<file path="config.mk">
export PLATFORM = sky130hd
export DESIGN_NAME = opaddr_unit
export DESIGN_NICKNAME = d
export VERILOG_FILES = /design/src/rtl/opaddr_pkg.sv /design/src/rtl/opaddr_cfg.sv /design/src/rtl/opaddr_bitrev.sv /design/src/rtl/opaddr_lane.sv /design/src/rtl/opaddr_unit.sv
export SDC_FILE = /design/constraint.sdc
export NUM_CORES = 1
export LEC_CHECK = 0
export CORE_UTILIZATION = 55
export CTS_CLUSTER_DIAMETER = 100
export DETAILED_ROUTE_END_ITERATION = 10
export HOLD_SLACK_MARGIN = 0.15
export PLACE_DENSITY = 0.88
export SYNTH_ARGS = -nofsm -noshare
export SYNTH_HDL_FRONTEND = slang
export SYNTH_SLANG_ARGS = --single-unit
</file>
<file path="constraint.sdc">
create_clock -name clk -period 7.42 [get_ports clk]
set_clock_uncertainty 0.05 [all_clocks]
set_input_delay 0.742 -clock clk [delete_from_list [all_inputs] [get_ports clk]]
set_output_delay 0.742 -clock clk [all_outputs]
set_load 0.01 [all_outputs]
</file>
<file path="src/rtl/opaddr_pkg.sv">
package opaddr_pkg;

   // Reversal network variants selectable by parameter
   localparam int REV_LOOP  = 0;  // indexed loop over the live width
   localparam int REV_TABLE = 1;  // every width precomputed, then selected

   // Smallest field width able to hold the values 0..aw
   function automatic int cnt_bits(input int aw);
      return $clog2(aw + 1);
   endfunction

endpackage

</file>
<file path="src/rtl/opaddr_cfg.sv">
module opaddr_cfg #(
   parameter int ADDR_W = 16,
   parameter int CNT_W  = 5
) (
   input  logic              clk,
   input  logic              rst_n,
   input  logic              step_we,
   input  logic [ADDR_W-1:0] step_din,
   input  logic              width_we,
   input  logic [CNT_W-1:0]  width_din,
   output logic [ADDR_W-1:0] step_q,
   output logic [CNT_W-1:0]  width_eff
);

   localparam logic [CNT_W-1:0] WIDTH_MAX = CNT_W'(ADDR_W);
   localparam logic [ADDR_W-1:0] STEP_RST = ADDR_W'(1);

   logic [CNT_W-1:0] width_q;

   always_ff @(posedge clk or negedge rst_n) begin
      if (!rst_n) begin
         step_q <= STEP_RST;
      end else if (step_we) begin
         step_q <= step_din;
      end
   end

   always_ff @(posedge clk or negedge rst_n) begin
      if (!rst_n) begin
         width_q <= '0;
      end else if (width_we) begin
         width_q <= width_din;
      end
   end

   // Widths past the address size mirror the whole address
   always_comb begin
      if (width_q > WIDTH_MAX) width_eff = WIDTH_MAX;
      else                     width_eff = width_q;
   end

   AST_STEP_LOAD: assert property (@(posedge clk) disable iff (!rst_n)
      step_we |=> step_q == $past(step_din));
   AST_STEP_HOLD: assert property (@(posedge clk) disable iff (!rst_n)
      !step_we |=> $stable(step_q));
   AST_WIDTH_HOLD: assert property (@(posedge clk) disable iff (!rst_n)
      !width_we |=> $stable(width_eff));
   AST_WIDTH_SAT: assert property (@(posedge clk) disable iff (!rst_n)
      width_we && (width_din > WIDTH_MAX) |=> width_eff == WIDTH_MAX);

endmodule

</file>
<file path="src/rtl/opaddr_bitrev.sv">
module opaddr_bitrev #(
   parameter int ADDR_W = 16,
   parameter int CNT_W  = 5,
   parameter int STYLE  = 0
) (
   input  logic              clk,
   input  logic              rst_n,
   input  logic              en,
   input  logic [ADDR_W-1:0] din,
   input  logic [CNT_W-1:0]  nbits,
   output logic [ADDR_W-1:0] dout
);

   import opaddr_pkg::*;

   logic [ADDR_W-1:0] mirrored;

   generate
      if (STYLE == REV_LOOP) begin : g_loop
         always_comb begin
            mirrored = din;
            for (int i = 0; i < ADDR_W; i++) begin
               if (i < int'(nbits)) mirrored[i] = din[int'(nbits) - 1 - i];
            end
         end
      end else begin : g_table
         logic [ADDR_W-1:0] cand [ADDR_W+1];
         for (genvar w = 0; w <= ADDR_W; w++) begin : g_w
            for (genvar b = 0; b < ADDR_W; b++) begin : g_b
               if (b < w) begin : g_in
                  assign cand[w][b] = din[w-1-b];
               end else begin : g_out
                  assign cand[w][b] = din[b];
               end
            end
         end
         always_comb begin
            mirrored = din;
            for (int w = 0; w <= ADDR_W; w++) begin
               if (nbits == CNT_W'(w)) mirrored = cand[w];
            end
         end
      end
   endgenerate

   assign dout = en ? mirrored : din;

   // Independent mask of the positions the reversal may touch
   logic [ADDR_W:0] span;
   assign span = ({{ADDR_W{1'b0}}, 1'b1} << nbits) - 1'b1;

   AST_REV_OFF: assert property (@(posedge clk) disable iff (!rst_n)
      !en |-> dout == din);
   AST_REV_ONES: assert property (@(posedge clk) disable iff (!rst_n)
      en |-> $countones(dout) == $countones(din));
   AST_REV_HIGH_PASS: assert property (@(posedge clk) disable iff (!rst_n)
      en |-> ((dout ^ din) & ~span[ADDR_W-1:0]) == '0);
   AST_REV_SHORT: assert property (@(posedge clk) disable iff (!rst_n)
      en && (nbits < CNT_W'(2)) |-> dout == din);

endmodule

</file>
<file path="src/rtl/opaddr_lane.sv">
module opaddr_lane #(
   parameter int ADDR_W = 16,
   parameter int CNT_W  = 5,
   parameter int STYLE  = 0
) (
   input  logic              clk,
   input  logic              rst_n,
   input  logic [ADDR_W-1:0] idx,
   input  logic              pinc,
   input  logic              rev,
   input  logic [ADDR_W-1:0] step,
   input  logic [CNT_W-1:0]  nbits,
   output logic [ADDR_W-1:0] addr,
   output logic [ADDR_W-1:0] wb
);

   opaddr_bitrev #(
      .ADDR_W (ADDR_W),
      .CNT_W  (CNT_W),
      .STYLE  (STYLE)
   ) u_rev (
      .clk   (clk),
      .rst_n (rst_n),
      .en    (rev),
      .din   (idx),
      .nbits (nbits),
      .dout  (addr)
   );

   // Write-back taken from the index as presented, never from addr
   assign wb = pinc ? idx + step : idx;

   AST_WB_HOLD: assert property (@(posedge clk) disable iff (!rst_n)
      !pinc |-> wb == idx);
   AST_WB_STEP: assert property (@(posedge clk) disable iff (!rst_n)
      pinc |-> ADDR_W'(wb - idx) == step);
   AST_WB_PLAIN_LINK: assert property (@(posedge clk) disable iff (!rst_n)
      !rev && !pinc |-> addr == wb);

endmodule

</file>
<file path="src/rtl/opaddr_unit.sv">
module opaddr_unit #(
   parameter int ADDR_W    = 16,
   parameter int NPORT     = 2,
   parameter int REV_STYLE = opaddr_pkg::REV_LOOP,
   parameter int CNT_W     = opaddr_pkg::cnt_bits(ADDR_W)
) (
   input  logic                    clk,
   input  logic                    rst_n,
   input  logic                    cfg_step_we,
   input  logic [ADDR_W-1:0]       cfg_step_data,
   input  logic                    cfg_width_we,
   input  logic [CNT_W-1:0]        cfg_width_data,
   input  logic [NPORT*ADDR_W-1:0] idx_in,
   input  logic [NPORT-1:0]        post_inc,
   input  logic [NPORT-1:0]        rev_en,
   output logic [NPORT*ADDR_W-1:0] mem_addr,
   output logic [NPORT*ADDR_W-1:0] idx_wb
);

   import opaddr_pkg::*;

   localparam int MIN_CNT_W = cnt_bits(ADDR_W);

   generate
      if (ADDR_W < 2) begin : g_chk_aw
         $error("opaddr_unit: ADDR_W must be at least 2");
      end
      if (NPORT < 1) begin : g_chk_np
         $error("opaddr_unit: NPORT must be at least 1");
      end
      if (CNT_W < MIN_CNT_W) begin : g_chk_cw
         $error("opaddr_unit: CNT_W too narrow to express ADDR_W");
      end
      if (REV_STYLE != REV_LOOP && REV_STYLE != REV_TABLE) begin : g_chk_st
         $error("opaddr_unit: unknown REV_STYLE");
      end
   endgenerate

   logic [ADDR_W-1:0] step_q;
   logic [CNT_W-1:0]  width_eff;

   opaddr_cfg #(
      .ADDR_W (ADDR_W),
      .CNT_W  (CNT_W)
   ) u_cfg (
      .clk       (clk),
      .rst_n     (rst_n),
      .step_we   (cfg_step_we),
      .step_din  (cfg_step_data),
      .width_we  (cfg_width_we),
      .width_din (cfg_width_data),
      .step_q    (step_q),
      .width_eff (width_eff)
   );

   generate
      for (genvar p = 0; p < NPORT; p++) begin : g_port
         opaddr_lane #(
            .ADDR_W (ADDR_W),
            .CNT_W  (CNT_W),
            .STYLE  (REV_STYLE)
         ) u_lane (
            .clk   (clk),
            .rst_n (rst_n),
            .idx   (idx_in[p*ADDR_W +: ADDR_W]),
            .pinc  (post_inc[p]),
            .rev   (rev_en[p]),
            .step  (step_q),
            .nbits (width_eff),
            .addr  (mem_addr[p*ADDR_W +: ADDR_W]),
            .wb    (idx_wb[p*ADDR_W +: ADDR_W])
         );
      end
   endgenerate

   AST_RESET_STEP: assert property (@(posedge clk) disable iff (!rst_n)
      $rose(rst_n) |-> step_q == ADDR_W'(1));
   AST_WIDTH_RANGE: assert property (@(posedge clk) disable iff (!rst_n)
      width_eff <= CNT_W'(ADDR_W));

endmodule

</file>
# After elaboration in Yosys (flattened, before gate mapping)
# Cells that the tools add are included.
# word_totals
register_bits,21
inputBits,61
out_inout_bits,64
# op_classes
addsub,18
n_lt_le_gt_ge,33
muxes,133
# op_table
op,count
$lt 32x6->1 const B,16
$sub 32x5->32 const B,8
$bmux 1 s4,32
$sub 32x4->32 const B,4
$mux 1,96
$mux 16,4
$sub 32x3->32 const B,2
$lt 4x5->1 const A,8
$add 16x16->16,2
$sub 32x2->32 const B,1
$lt 3x5->1 const A,4
$lt 1x5->1 const A,2
$lt 2x5->1 const A,2
$sub 5x1->6 const B,1
$gt 5x5->1 const B,1
$mux 5,1

# Depth between registers and ports, before layout
# logic_depth
ltp_word,9
depth_mapped,13

# By module
# Synthesis repeated with hierarchy kept, for this count alone.
# hier_totals
hier_cells,569
hier_area_um2,5395.2
# by_module_without_submodules
mod,n_inst,cells_per_inst,area_per_inst_um2
opaddr_bitrev,2,145,1305.0
opaddr_lane,2,115,962.2
opaddr_cfg,1,49,860.8

# Worst setup path after synthesis
# No wires, ideal clock.
# synth_path
path_type,reg-to-output
start,register u_cfg.width_q[4]
end,output mem_addr[10]
arrival_ns,2.977
required_time_ns,6.628
slack_ns,3.651
stages_incl_launch_ff,13
n_path_buf,6
cell_sequence,dfrtp_1 -> buf_4 -> nand2b_1 -> buf_6 -> buf_8 -> buf_6 -> inv_1 -> ha_1 -> buf_2 -> buf_1 -> mux4_2 -> mux2_2 -> o21ai_1
# synth_via
elab_chain_len,9
# synth_lines
element,line,rtl
from (decl),opaddr_cfg.sv:18,logic [CNT_W-1:0] width_q;
from (signal assigned),opaddr_cfg.sv:32,width_q <= width_din;
$gt 5x5->1,opaddr_cfg.sv:38,if (width_q > WIDTH_MAX) width_eff = WIDTH_MAX;
$mux 5 *,opaddr_cfg.sv:38,
$sub 5x1->6,opaddr_bitrev.sv:23,if (i < int'(nbits)) mirrored[i] = din[int'(nbits) - 1 - i];
$sub 32x5->32,opaddr_bitrev.sv:23,
$bmux 1 s4,opaddr_bitrev.sv:23,
$mux 1 (not written as such) (2 in series),opaddr_bitrev.sv:23,
$mux 1 *,opaddr_bitrev.sv:23,
$mux 16 *,opaddr_bitrev.sv:46,assign dout = en ? mirrored : din;
to (decl),opaddr_unit.sv:16,"output logic [NPORT*ADDR_W-1:0] mem_addr,"
# Mark *: on every way between the ends. The rest lies on a longest branch, timed or not. The select of a mux whose other input is x is not followed.

# Final worst setup path
# layout_path
start,register u_cfg.width_q[4]
end,output mem_addr[9]
# The elaborated chain is that of the path after synthesis.

==> impl_results.md <==
* # IOs at 125
* Setup Viol. Count Final at 0
* Clock power frac at 0.079
* Endpoint class of the critical path: output pin
* Crit path kind: register to output pin
* Syn_area_per_cell at 8.40 um2
* Power Internal at 0.587 mW
* Clk sinks at 21
* Antenna violations before repair at 0
* Flops & latches, synth at 21
* Initial Utilization at 0.578
* Max Cap Viol at 0
* Count of flip-flops with a built-in enable after synthesis at 0
* Crit-path cells: nand2b_2, inv_1, ha_1, o31ai_1, mux2i_1, mux2_2, o21ai_0, clkdlybuf4s50_1
* Cell Pwr Density at 174 mW/mm2
* Least-Margin Pin Slew at 1.07 ns
* Syn nets at 670
* Post-synthesis cell count at 574
* Max stage delay on crit path at 1.02 ns
* Worst relative slew slack at 0.290
* Routed Antenna Nets at 0
* Per-cell routed wire length at 20.4 um
* DP Wirelength at 12900 um
* Die Span Y at 95.6 um
* Net Sw Frac at 0.446
* Fmax at 0.177 GHz
* First-pass GRT wire length at 24500 um
* Hold_buf cts at 0
* Hold Vio Cnt, Final at 0
* Post-CTS Setup Inserts at 0
* Commonest non-fill, non-tap cell in the layout: clkdlybuf4s50_1
* Die width at 95.6 um
* Seq pwr share at 0.136
* Largest net degree at the start of global routing at 37
* Ant. Diodes at 0
* Lkg Pwr at 2.69 nW
* Net Sw Power at 0.473 mW
* Final period util at 0.764
* CP startpoint kind: register
* Post-Syn Area at 0.00482 mm2
* CTS root buf: clkbuf_8
* Die area at 0.00915 mm2
* Hold wc startpoint: u_cfg.step_q[8]
* Count of final max-slew check failures at 0
* Final wirelength at 15900 um
* Synth unique cells at 61
* Worst EP required at 6.63 ns
* Maximum net fanout on the critical path at 36
* Slowest CP cell: ha_1
* CTS tree: built
* Commonest non-fill, non-tap cells in the layout: clkdlybuf4s50_1, mux2i_1, nand2_1, mux2_2, o21ai_0
* Final Net Count at 770
* GRT Overall Usage at 0.351
* TritonRoute pass-1 iters at 5
* Via count at 5162
* RSZ-0062 raised after global routing: no
* CTS buffer count at 3
* Vias in the first global route at 4863
* H-tree lvl count at 1
* Max VDD drop at 0.0913 mV
* Worst Path Buf+Inv at 2
* Worst min path class: register to register
* Maximum clock path buffer count at 2
* Worst Path Arrival at 4.87 ns
* Share of layout cells above drive strength 1 at 0.131
* Synth Flop Type: dfrtp_1
* Post-cts resize count at 0
* DR iter-0 viols at 290
* Synth-to-Final Area Change at 26.3%
* Comb power frac at 0.785
* Grt ovf at 0
* Placer Congestion at 0.969
* Clock transition at path regs at 0.09 ns
* Setup TNS Final at 0 ns
* Number of vias per cell at 6.63
* Register area share after synthesis at 0.109
* Critical R2R Launch: u_cfg.width_q[2]
* DRC viols at 0
* Clock Latency Late Sink at 0.27 ns
* Core Box Area at 0.00834 mm2
* Fin crit period at 5.67 ns
* Yosys Warn Count at 0
* Crit path launch: u_cfg.width_q[4]
* Power Total at 1.06 mW
* Async S/R FF share, synth at 1.00
* Crit path max-delay family: adder cells
* IO buf count at 124
* Site Rows at 33
* Status: complete, no violations
-- cell usage after synthesis (3+ instances only) --
cell type  number  area share
nand2b_1        5      0.0065
a31oi_1         4      0.0052
ha_1           33       0.086
buf_1           3      0.0023
dfrtp_1        20        0.10
mux4_2         13       0.061
a21oi_1        31       0.032
nor2b_1         4      0.0052
inv_1          16       0.012
o21ai_1        14       0.015
a31o_2          3      0.0054
a22oi_1         3      0.0047
o31a_1          3      0.0054
o21a_1          5      0.0078
a21o_1         15       0.023
o211ai_1        6      0.0093
a211oi_1        6      0.0093
o311ai_0        4      0.0073
o21bai_1        4      0.0062
nand4_1         5      0.0065
mux2i_1        76        0.16
buf_6           3      0.0070
xor2_1          7       0.013
nand3_1        13       0.013
a311o_1         3      0.0062
nor3_1          6      0.0062
clkbuf_1       16       0.012
xnor2_1        11       0.020
nor4_1          4      0.0052
buf_2           3      0.0031
mux2_2         57        0.13
nor2_1         21       0.016
o31ai_1         4      0.0062
buf_4           3      0.0047
nand2_1        72       0.056
o21ai_0        42       0.044
-- routing by layer --
layer	GRT usage	wire length, um	vias to the layer above
li1	-	-	2373
met1	0.437	6190	2433
met2	0.599	7550	300
met3	0.0542	1470	56
met4	0.149	680	0
met5	0	0	-
-- power by group through the flow --
stage	Sequential [mW]	Combinational, mW	Clock [mW]
global route	0.146	0.890	0.0863
CTS	0.144	0.823	0.0822
floorplan	0.136	0.550	0
finish	0.144	0.832	0.0833
detailed placement	0.146	0.817	0
global placement	0.146	0.801	0
-- path summary, 6_finish.rpt --
path                                     to  slack (ns)  cells after the start
setup reg to reg           u_cfg.width_q[2]        6.37                      1
hold reg to reg             u_cfg.step_q[8]        0.53                      1
min in group asynchronous  u_cfg.step_q[10]        0.97                      1
hold / removal              u_cfg.step_q[8]        0.53                      1
setup / recovery                mem_addr[9]        1.75                      8
max in group asynchronous  u_cfg.width_q[3]        5.73                      1
-- final cells by class --
class	instances	area [um2]
clock buffer	3	41.3
clock inverter	1	7.51
fill	641	2250
inverter	17	63.8
multi-input combinational	507	4080
sequential	21	527
tap	105	131
timing repair buffer	124	1240
-- stage by stage --
stage | util | instances | hold slack (ns) | instance area [um2] | setup WS, ns
2_1_floorplan | - | 574 | 0.396 | 4820 | 3.65
3_3_place_gp | 0.724 | 774 | 0.516 | 6040 | 2.28
3_5_place_dp | 0.724 | 774 | 0.521 | 6040 | 2.11
4_1_cts | 0.730 | 778 | 0.540 | 6090 | 1.79
5_1_grt | 0.730 | 778 | 0.547 | 6090 | 1.49
6_report | 0.730 | 778 | 0.530 | 6090 | 1.75
-- cell families after synthesis --
logic type | synth area share
flops | 0.109
mux | 0.352
xor+xnor | 0.0542
compound gates | 0.211
simple gates | 0.134
fa+ha+maj | 0.0939
buf+inv | 0.0459
-- state kept, by name, summed over array words and instances, names as in the netlist --
| name | flops |
|---|---|
| u_cfg.width_q | 5 |
| u_cfg.step_q | 16 |
(Power assumes the default switching activity.)
